File: src/rtl/alu_pkg.sv
package alu_pkg;
  typedef enum logic [3:0] {
    OP_SHL  = 4'd0,
    OP_SHR  = 4'd1,
    OP_SHRA = 4'd2,
    OP_ADD  = 4'd5,
    OP_ADDU = 4'd6,
    OP_SUB  = 4'd7,
    OP_SUBU = 4'd8,
    OP_AND  = 4'd9,
    OP_OR   = 4'd10,
    OP_LTS  = 4'd11,
    OP_LTU  = 4'd12
  } alu_op_e;
endpackage

File: src/rtl/alu_shifter.sv
module alu_shifter #(
  parameter int DATA_W  = 32,
  parameter int SHAMT_W = $clog2(DATA_W)
) (
  input  logic [DATA_W-1:0]  val_i,
  input  logic [SHAMT_W-1:0] amt_i,
  input  logic               left_i,
  input  logic               arith_i,
  output logic [DATA_W-1:0]  val_o
);
  logic                          fill;
  logic [SHAMT_W:0][DATA_W-1:0]  stage;

  assign fill     = arith_i & val_i[DATA_W-1];
  assign stage[0] = val_i;

  for (genvar i = 0; i < SHAMT_W; i++) begin : g_stage
    localparam int STEP = 1 << i;
    assign stage[i+1] = !amt_i[i] ? stage[i] :
                        (left_i ? (stage[i] << STEP)
                                : {{STEP{fill}}, stage[i][DATA_W-1:STEP]});
  end

  assign val_o = stage[SHAMT_W];
endmodule

File: src/rtl/alu_addsub.sv
module alu_addsub #(
  parameter int DATA_W = 32
) (
  input  logic [DATA_W-1:0] a_i,
  input  logic [DATA_W-1:0] b_i,
  input  logic              sub_i,
  output logic [DATA_W-1:0] sum_o,
  output logic              carry_o,
  output logic              ovf_o
);
  logic [DATA_W-1:0] b_eff;

  assign b_eff              = sub_i ? ~b_i : b_i;
  assign {carry_o, sum_o}   = {1'b0, a_i} + {1'b0, b_eff} + {{DATA_W{1'b0}}, sub_i};
  assign ovf_o              = (a_i[DATA_W-1] == b_eff[DATA_W-1]) &&
                              (sum_o[DATA_W-1] != a_i[DATA_W-1]);
endmodule

File: src/rtl/alu_compare.sv
module alu_compare #(
  parameter int DATA_W = 32
) (
  input  logic [DATA_W-1:0] a_i,
  input  logic [DATA_W-1:0] b_i,
  input  logic [DATA_W-1:0] diff_i,
  input  logic              carry_i,
  output logic              eq_o,
  output logic              lts_o,
  output logic              ltu_o
);
  assign eq_o  = (a_i == b_i);
  assign lts_o = (a_i[DATA_W-1] != b_i[DATA_W-1]) ? a_i[DATA_W-1] : diff_i[DATA_W-1];
  assign ltu_o = ~carry_i;
endmodule

File: src/rtl/alu_core.sv
module alu_core #(
  parameter int DATA_W  = 32,
  parameter int OP_W    = 4,
  localparam int SHAMT_W = $clog2(DATA_W)
) (
  input  logic [DATA_W-1:0] x_i,
  input  logic [DATA_W-1:0] y_i,
  input  logic [OP_W-1:0]   op_i,
  output logic [DATA_W-1:0] res_o,
  output logic              ovf_o,
  output logic              eq_o
);
  import alu_pkg::*;

  alu_op_e           op;
  logic [DATA_W-1:0] sh_val, as_sum;
  logic              sh_left, sh_arith, as_sub, as_carry, as_ovf, lts, ltu;

  assign op       = alu_op_e'(op_i);
  assign sh_left  = (op == OP_SHL);
  assign sh_arith = (op == OP_SHRA);
  assign as_sub   = (op == OP_SUB) || (op == OP_SUBU) || (op == OP_LTS) || (op == OP_LTU);

  alu_shifter #(.DATA_W(DATA_W), .SHAMT_W(SHAMT_W)) u_shift (
    .val_i(y_i), .amt_i(x_i[SHAMT_W-1:0]), .left_i(sh_left),
    .arith_i(sh_arith), .val_o(sh_val)
  );

  alu_addsub #(.DATA_W(DATA_W)) u_addsub (
    .a_i(x_i), .b_i(y_i), .sub_i(as_sub),
    .sum_o(as_sum), .carry_o(as_carry), .ovf_o(as_ovf)
  );

  alu_compare #(.DATA_W(DATA_W)) u_cmp (
    .a_i(x_i), .b_i(y_i), .diff_i(as_sum), .carry_i(as_carry),
    .eq_o(eq_o), .lts_o(lts), .ltu_o(ltu)
  );

  always_comb begin
    res_o = '0;
    unique case (op)
      OP_SHL, OP_SHR, OP_SHRA:          res_o = sh_val;
      OP_ADD, OP_ADDU, OP_SUB, OP_SUBU: res_o = as_sum;
      OP_AND:                           res_o = x_i & y_i;
      OP_OR:                            res_o = x_i | y_i;
      OP_LTS:                           res_o = {{(DATA_W-1){1'b0}}, lts};
      OP_LTU:                           res_o = {{(DATA_W-1){1'b0}}, ltu};
      default:                          res_o = '0;
    endcase
  end

  assign ovf_o = ((op == OP_ADD) || (op == OP_SUB)) && as_ovf;
endmodule

File: config.mk
export PLATFORM = sky130hd
export DESIGN_NAME = alu_core
export DESIGN_NICKNAME = d
export VERILOG_FILES = /design/src/rtl/alu_pkg.sv /design/src/rtl/alu_shifter.sv /design/src/rtl/alu_addsub.sv /design/src/rtl/alu_compare.sv /design/src/rtl/alu_core.sv
export SDC_FILE = /design/constraint.sdc
export NUM_CORES = 1
export LEC_CHECK = 0
export BUFFER_PORTS_ARGS = -buffer_cell sky130_fd_sc_hd__buf_2
export CAP_MARGIN = 20
export CORE_MARGIN = 2
export CORE_UTILIZATION = 56
export DETAILED_ROUTE_END_ITERATION = 8
export PLACE_DENSITY = 0.81
export SYNTH_ARGS = -nofsm -noshare
export SYNTH_HDL_FRONTEND = slang
export SYNTH_HIERARCHICAL = 1
export SYNTH_SLANG_ARGS = --single-unit
File: constraint.sdc
create_clock -name vclk -period 5.6
set_input_delay 0.84 -clock vclk [all_inputs]
set_output_delay 0.84 -clock vclk [all_outputs]
set_load 0.1 [all_outputs]
* After elaboration in Yosys (flattened, before gate mapping)
Index checks and enable logic that the tools add are counted.
** Operators by class
- Add/sub/neg operators :: 2
- Equal/unequal tests :: 14
- Muxes and demuxes :: 13
- Bitwise logic cells :: 5
- Reduce and logical (&&, ||, !) cells :: 9
** Operator list (number)
- 32-bit 2-to-1 mux :: 11
- 32-bit case mux with 6 select lines :: 1
- 32-bit by 32-bit adder with 33-bit output :: 1
- 33-bit by 1-bit adder with 33-bit output :: 1
- 32-bit bitwise AND :: 1
- 32-bit equality test :: 1
- 32-bit NOT :: 1
- 32-bit bitwise OR :: 1
- 4-bit equality test (second input constant) :: 5
- 4-bit by 3-bit equality test with 1-bit output (second input constant) :: 3
- 4-bit by 1-bit equality test with 1-bit output (second input constant) :: 1
- 4-bit by 2-bit equality test with 1-bit output (second input constant) :: 1
- 4-bit zero test :: 1
- 1-bit logical OR :: 4
- 4-bit OR reduction :: 1
- 3-bit OR reduction :: 1
- 1-bit logical AND :: 2
- 1-bit inequality test :: 2
- 1-bit bitwise AND :: 1
- 1-bit equality test :: 1
- 1-bit 2-to-1 mux :: 1
- 1-bit NOT :: 1
** Storage, ports and cells
- Bits in registers :: 0
- Bits of input ports :: 68

* Depth between registers and ports, before layout
- Word-level depth :: 13
- Mapped depth :: 22

* Hierarchy
Netlist, hierarchy kept.
** Modules (own cells, without submodules)
- alu_shifter :: times used 1, cells an instance 588, area each 3991.3 um^2
- alu_addsub :: times used 1, cells an instance 271, area each 2039.5 um^2
- alu_core :: times used 1, cells an instance 207, area each 1386.3 um^2
- alu_compare :: times used 1, cells an instance 47, area each 362.8 um^2

* Worst setup path before layout
OpenSTA, ideal clock, no wires.
- Path kind :: input to output
- Start :: input op_i[0]
- End :: output res_o[0]
- Arrival :: 5237 ps
- Required time :: 4760 ps
- Slack :: -477 ps
- Stages :: 22
- Path buffers :: 4
- Cell sequence :: buf_2 nor2_1 o21bai_1 a32o_1 buf_2 clkbuf_1 xor2_1 ha_1 buf_2 a21o_1 a21o_1 a211oi_1 o21bai_1 o2111ai_1 a31oi_1 o22ai_2 xnor2_1 nor2_1 o21ai_0 mux2i_1 o32a_1 nand4_1
** Between the ends
- Elaborated cells between the ends (all ways) :: 32
** RTL lines
- start: declaration :: RTL line alu_core.sv:8 : input logic [OP_W-1:0] op_i,
- 4-bit by 3-bit equality test with 1-bit output / 4-bit equality test (equally long branches) :: RTL line alu_core.sv:22 : assign as_sub = (op == OP_SUB) || (op == OP_SUBU) || (op == OP_LTS) || (op == OP_LTU);
- 1-bit logical OR (2 in series) :: RTL line alu_core.sv:22
- 1-bit logical OR * :: RTL line alu_core.sv:22
- named net as_sub :: RTL line alu_core.sv:17 : logic sh_left, sh_arith, as_sub, as_carry, as_ovf, lts, ltu;
- 32-bit 2-to-1 mux :: RTL line alu_addsub.sv:13 : assign b_eff = sub_i ? ~b_i : b_i;
- 32-bit by 32-bit adder with 33-bit output :: RTL line alu_addsub.sv:14 : assign {carry_o, sum_o} = {1'b0, a_i} + {1'b0, b_eff} + {{DATA_W{1'b0}}, sub_i};
- 33-bit by 1-bit adder with 33-bit output * :: RTL line alu_addsub.sv:14
- named net as_sum[31] :: RTL line alu_core.sv:16 : logic [DATA_W-1:0] sh_val, as_sum;
- 1-bit 2-to-1 mux * :: RTL line alu_compare.sv:13 : assign lts_o = (a_i[DATA_W-1] != b_i[DATA_W-1]) ? a_i[DATA_W-1] : diff_i[DATA_W-1];
- named net lts :: RTL line alu_core.sv:17
- 32-bit case mux with 6 select lines * :: RTL line alu_core.sv:41 : unique case (op)
- end: declaration :: RTL line alu_core.sv:9 : output logic [DATA_W-1:0] res_o,
The timed path passes the listed nets; every way through them passes the cells marked *.

* Final worst setup path
Ends and elaborated chain as after synthesis.

==> impl_metrics.ini <==
[sta]
setup_slack_ns = 0.0883
fin_hold_ws_ns = 2.18
setup_violations = 0
hold_viol_final = 0
tightest_slew_ns = 1.08
fin_tns_setup_ns = 0
fin_crit_ns = 5.51
finalCritPeriodShare_pct = 98.4
clock.fmax_mhz = 181
relSlewSlack_pct = 28.2
drv_slew = 0

[floorplan]
start_util_pct = 56.7
ioPinCount = 102
die_h_um = 122
die_w_um = 122
die_area_um2 = 14900
rows = 43
core_um2 = 13700

[setup_path]
cp-startpoint = op_i[0]
crit_family = compound AO/OA/AOI/OAI gates
startpoint_type = input port
crit_path_max_incr_delay_ns = 0.43
cp.required_ns = 4.76
cp_slowest_cell = a2111oi_4
crit_fanout = 10
crit_path_end_kind = output pin
crit_chain = clkbuf_4 > nor2_4 > o21bai_1 > a32o_2 > buf_12 > xor2_1 > ha_2 > nand3_2 > o21bai_4 > o21ai_2 > a2111oi_4 > o2111ai_2 > a31oi_2 > o22ai_2 > xnor2_2 > nor2_1 > o21ai_1 > mux2i_1 > o32a_1 > nand4_1 > buf_12
crit_buf_inv = 3
crit_top_cell = buf_12
critPathKind = in -> out
arrival_ns = 4.67

[drt]
ant_nets = 0
wl_per_cell_um = 27.0
routed_wl_um = 37400
drcViolationCount = 0
via_per_inst = 7.49
vias = 10400
drtPass1Iterations = 8
drtIter0Drc = 1887

[synthesis]
netlist_area_um2 = 7780
synth_xor_xnor_area_share_pct = 10.5
yosys.area_share.adder_pct = 5.24
synth_nets = 1213
synthCells = 1113
synth_top_family_by_area = compound AO/OA/AOI/OAI gates
yosysWarnings = 6
yosysTopAreaCellShare_pct = 8.44
synthTopCellsByArea = xor2_1 8.4%, a21oi_1 7.5%, nand2_1 6.8%
synth_compound_area_share_pct = 39.2
synth_area_per_cell_um2 = 6.99
ys_seq_area_share_pct = 0
yosys.cell_types.count = 82
synth_area_leader_cell = xor2_1
synth.mux.area_fraction_pct = 17.0
synthSimpleGateAreaFrac_pct = 20.2

[global_route]
grt_pass1_wl_um = 54300
grt_pass1_vias = 9278
antenna_found_initial = 0
overflow = 0
grt_usage_pct = 47.2
grt_max_degree = 70

[finish]
regArea_um2 = 0
nClkBuffers = 0
drive_gt1_share_pct = 26.5
nets = 1307
fillers = 1195
design_area_um2 = 9320
syn_to_final_growth_pct = 19.8
n_antenna_cell = 0
seq_cells = 0

[min_path]
hold-path-endpoint = ovf_o
hold_path.startpoint = op_i[0]
min_delay_path_depth = 3
hold_path_class = in -> out

[run_status]
status = finished, final reports clean

[place]
hpwl_um = 27600
post_dp_cell_area_um2 = 9140
pre_cts_slack_ns = 0.0542
globalplace.congestion = 1.06
port_buffers = 102

[run]
maxCapViolations = 0

[power]
p_total_mw = 1.64
irDropWorstVdd_uv = 181
p_leak_nw = 3.65
p_per_area_nw_per_um2 = 176

[clock_tree]
cts_hold_buf = 0
[cell families (layout without fill, tap and decap cells)]
family | after synthesis | in the layout
fa+ha+maj | 32 | 32
mux | 106 | 106
xor+xnor | 93 | 93
simple gates | 349 | 349
compound gates | 415 | 415
buf+inv | 118 | 210
[tightest hold or removal path: cells and delay by family]
family | cells | cell delay (ns)
buffers and inverters | 2 | 0.32
AND/OR/NAND/NOR | 1 | 0.18
[routing by layer]
| metal | global-route usage (%) | up-vias | wire [um] |
|---|---|---|---|
| met5 | 0 | - | 0 |
| met3 | 9.64 | 175 | 5190 |
| met1 | 65.0 | 4843 | 14400 |
| met4 | 19.2 | 0 | 2040 |
| met2 | 71.9 | 936 | 15700 |
| li1 | - | 4421 | - |
[how the worst max path moves through the flow]
stage / end / depth (start not counted)
final: res_o[0] / 21
after global routing: res_o[0] / 21
after CTS: res_o[0] / 21
after detailed placement: res_o[0] / 21
after global placement: res_o[0] / 21
after floorplan: res_o[0] / 22
[repair_timing]
item                       CTS  global route
setup endpoints to repair    0             3
resized for setup            0            20
buffers inserted             0             6
[cell usage after synthesis (4+ instances only)]
library cell and instances:
a31oi_1 13, o221ai_1 10, nor2_1 91, a21o_1 20, buf_6 12, a22oi_1 32, a21boi_0 4, nor4_1 11
o21a_1 4, ha_1 31, nor2b_1 9, mux2i_1 49, and2_1 5, o22ai_1 23, o31ai_1 5, nand4_1 8
buf_1 5, buf_4 7, o2111ai_1 5, mux4_2 16, nand3_1 24, or2_2 5, a21oi_1 116, o21ai_0 50
nand2_1 141, o221ai_2 28, o21bai_1 8, nand2b_1 15, a221oi_1 4, buf_2 24, a311oi_1 4, nor3_1 19
mux2_2 39, clkbuf_1 41, and3_1 7, xor2_1 75, a211oi_1 31, a211o_1 6, xnor2_1 18, o211ai_1 14
inv_1 23
[report_power, final]
part | internal (mW) | switching, mW | total (mW)
Sequential | 0 | 0 | 0
Clock | 0 | 0 | 0
Combinational | 0.594 | 1.05 | 1.64
[per-stage QoR]
stage | cells | utilization, %
detailed placement | 1378 | 66.6
CTS | 1378 | 66.6
global route | 1385 | 67.9
finish | 1385 | 67.9
global placement | 1378 | 66.6
floorplan | 1113 | -
[cell usage in the layout (no fill, tap or decap), types with 4 or more instances in the layout]
cell type and instances:
o221ai_1 10, nand3_1 23, nand2b_1 15, nand2_1 141, mux2i_1 49, o211ai_1 14
nor2_1 90, ha_1 28, a211oi_1 30, xor2_1 73, o31ai_1 5, a21boi_0 4
o2111ai_1 4, a31oi_1 12, and2_1 5, o22ai_1 23, a311oi_1 4, xnor2_1 17
mux2_2 39, a221oi_1 4, a22oi_1 32, nand4_1 8, o221ai_2 28, buf_4 78
inv_1 23, o21ai_0 49, mux4_2 16, o21a_1 4, nor4_1 10, and3_1 7
buf_2 68, a21oi_1 113, or2_2 5, o21bai_1 7, a211o_1 6, buf_12 37
nor2b_1 4, nor3_1 19, a21o_1 20
[area by class of cell]
cell class                      instances  area [um^2]  share of cell area (%)
Inverter                               25         93.8                    1.01
Multi-Input combinational cell        995         7300                    78.3
Tap cell                              180          225                    2.42
Timing Repair Buffer                  185         1700                    18.2
(Power assumes the default switching activity.)
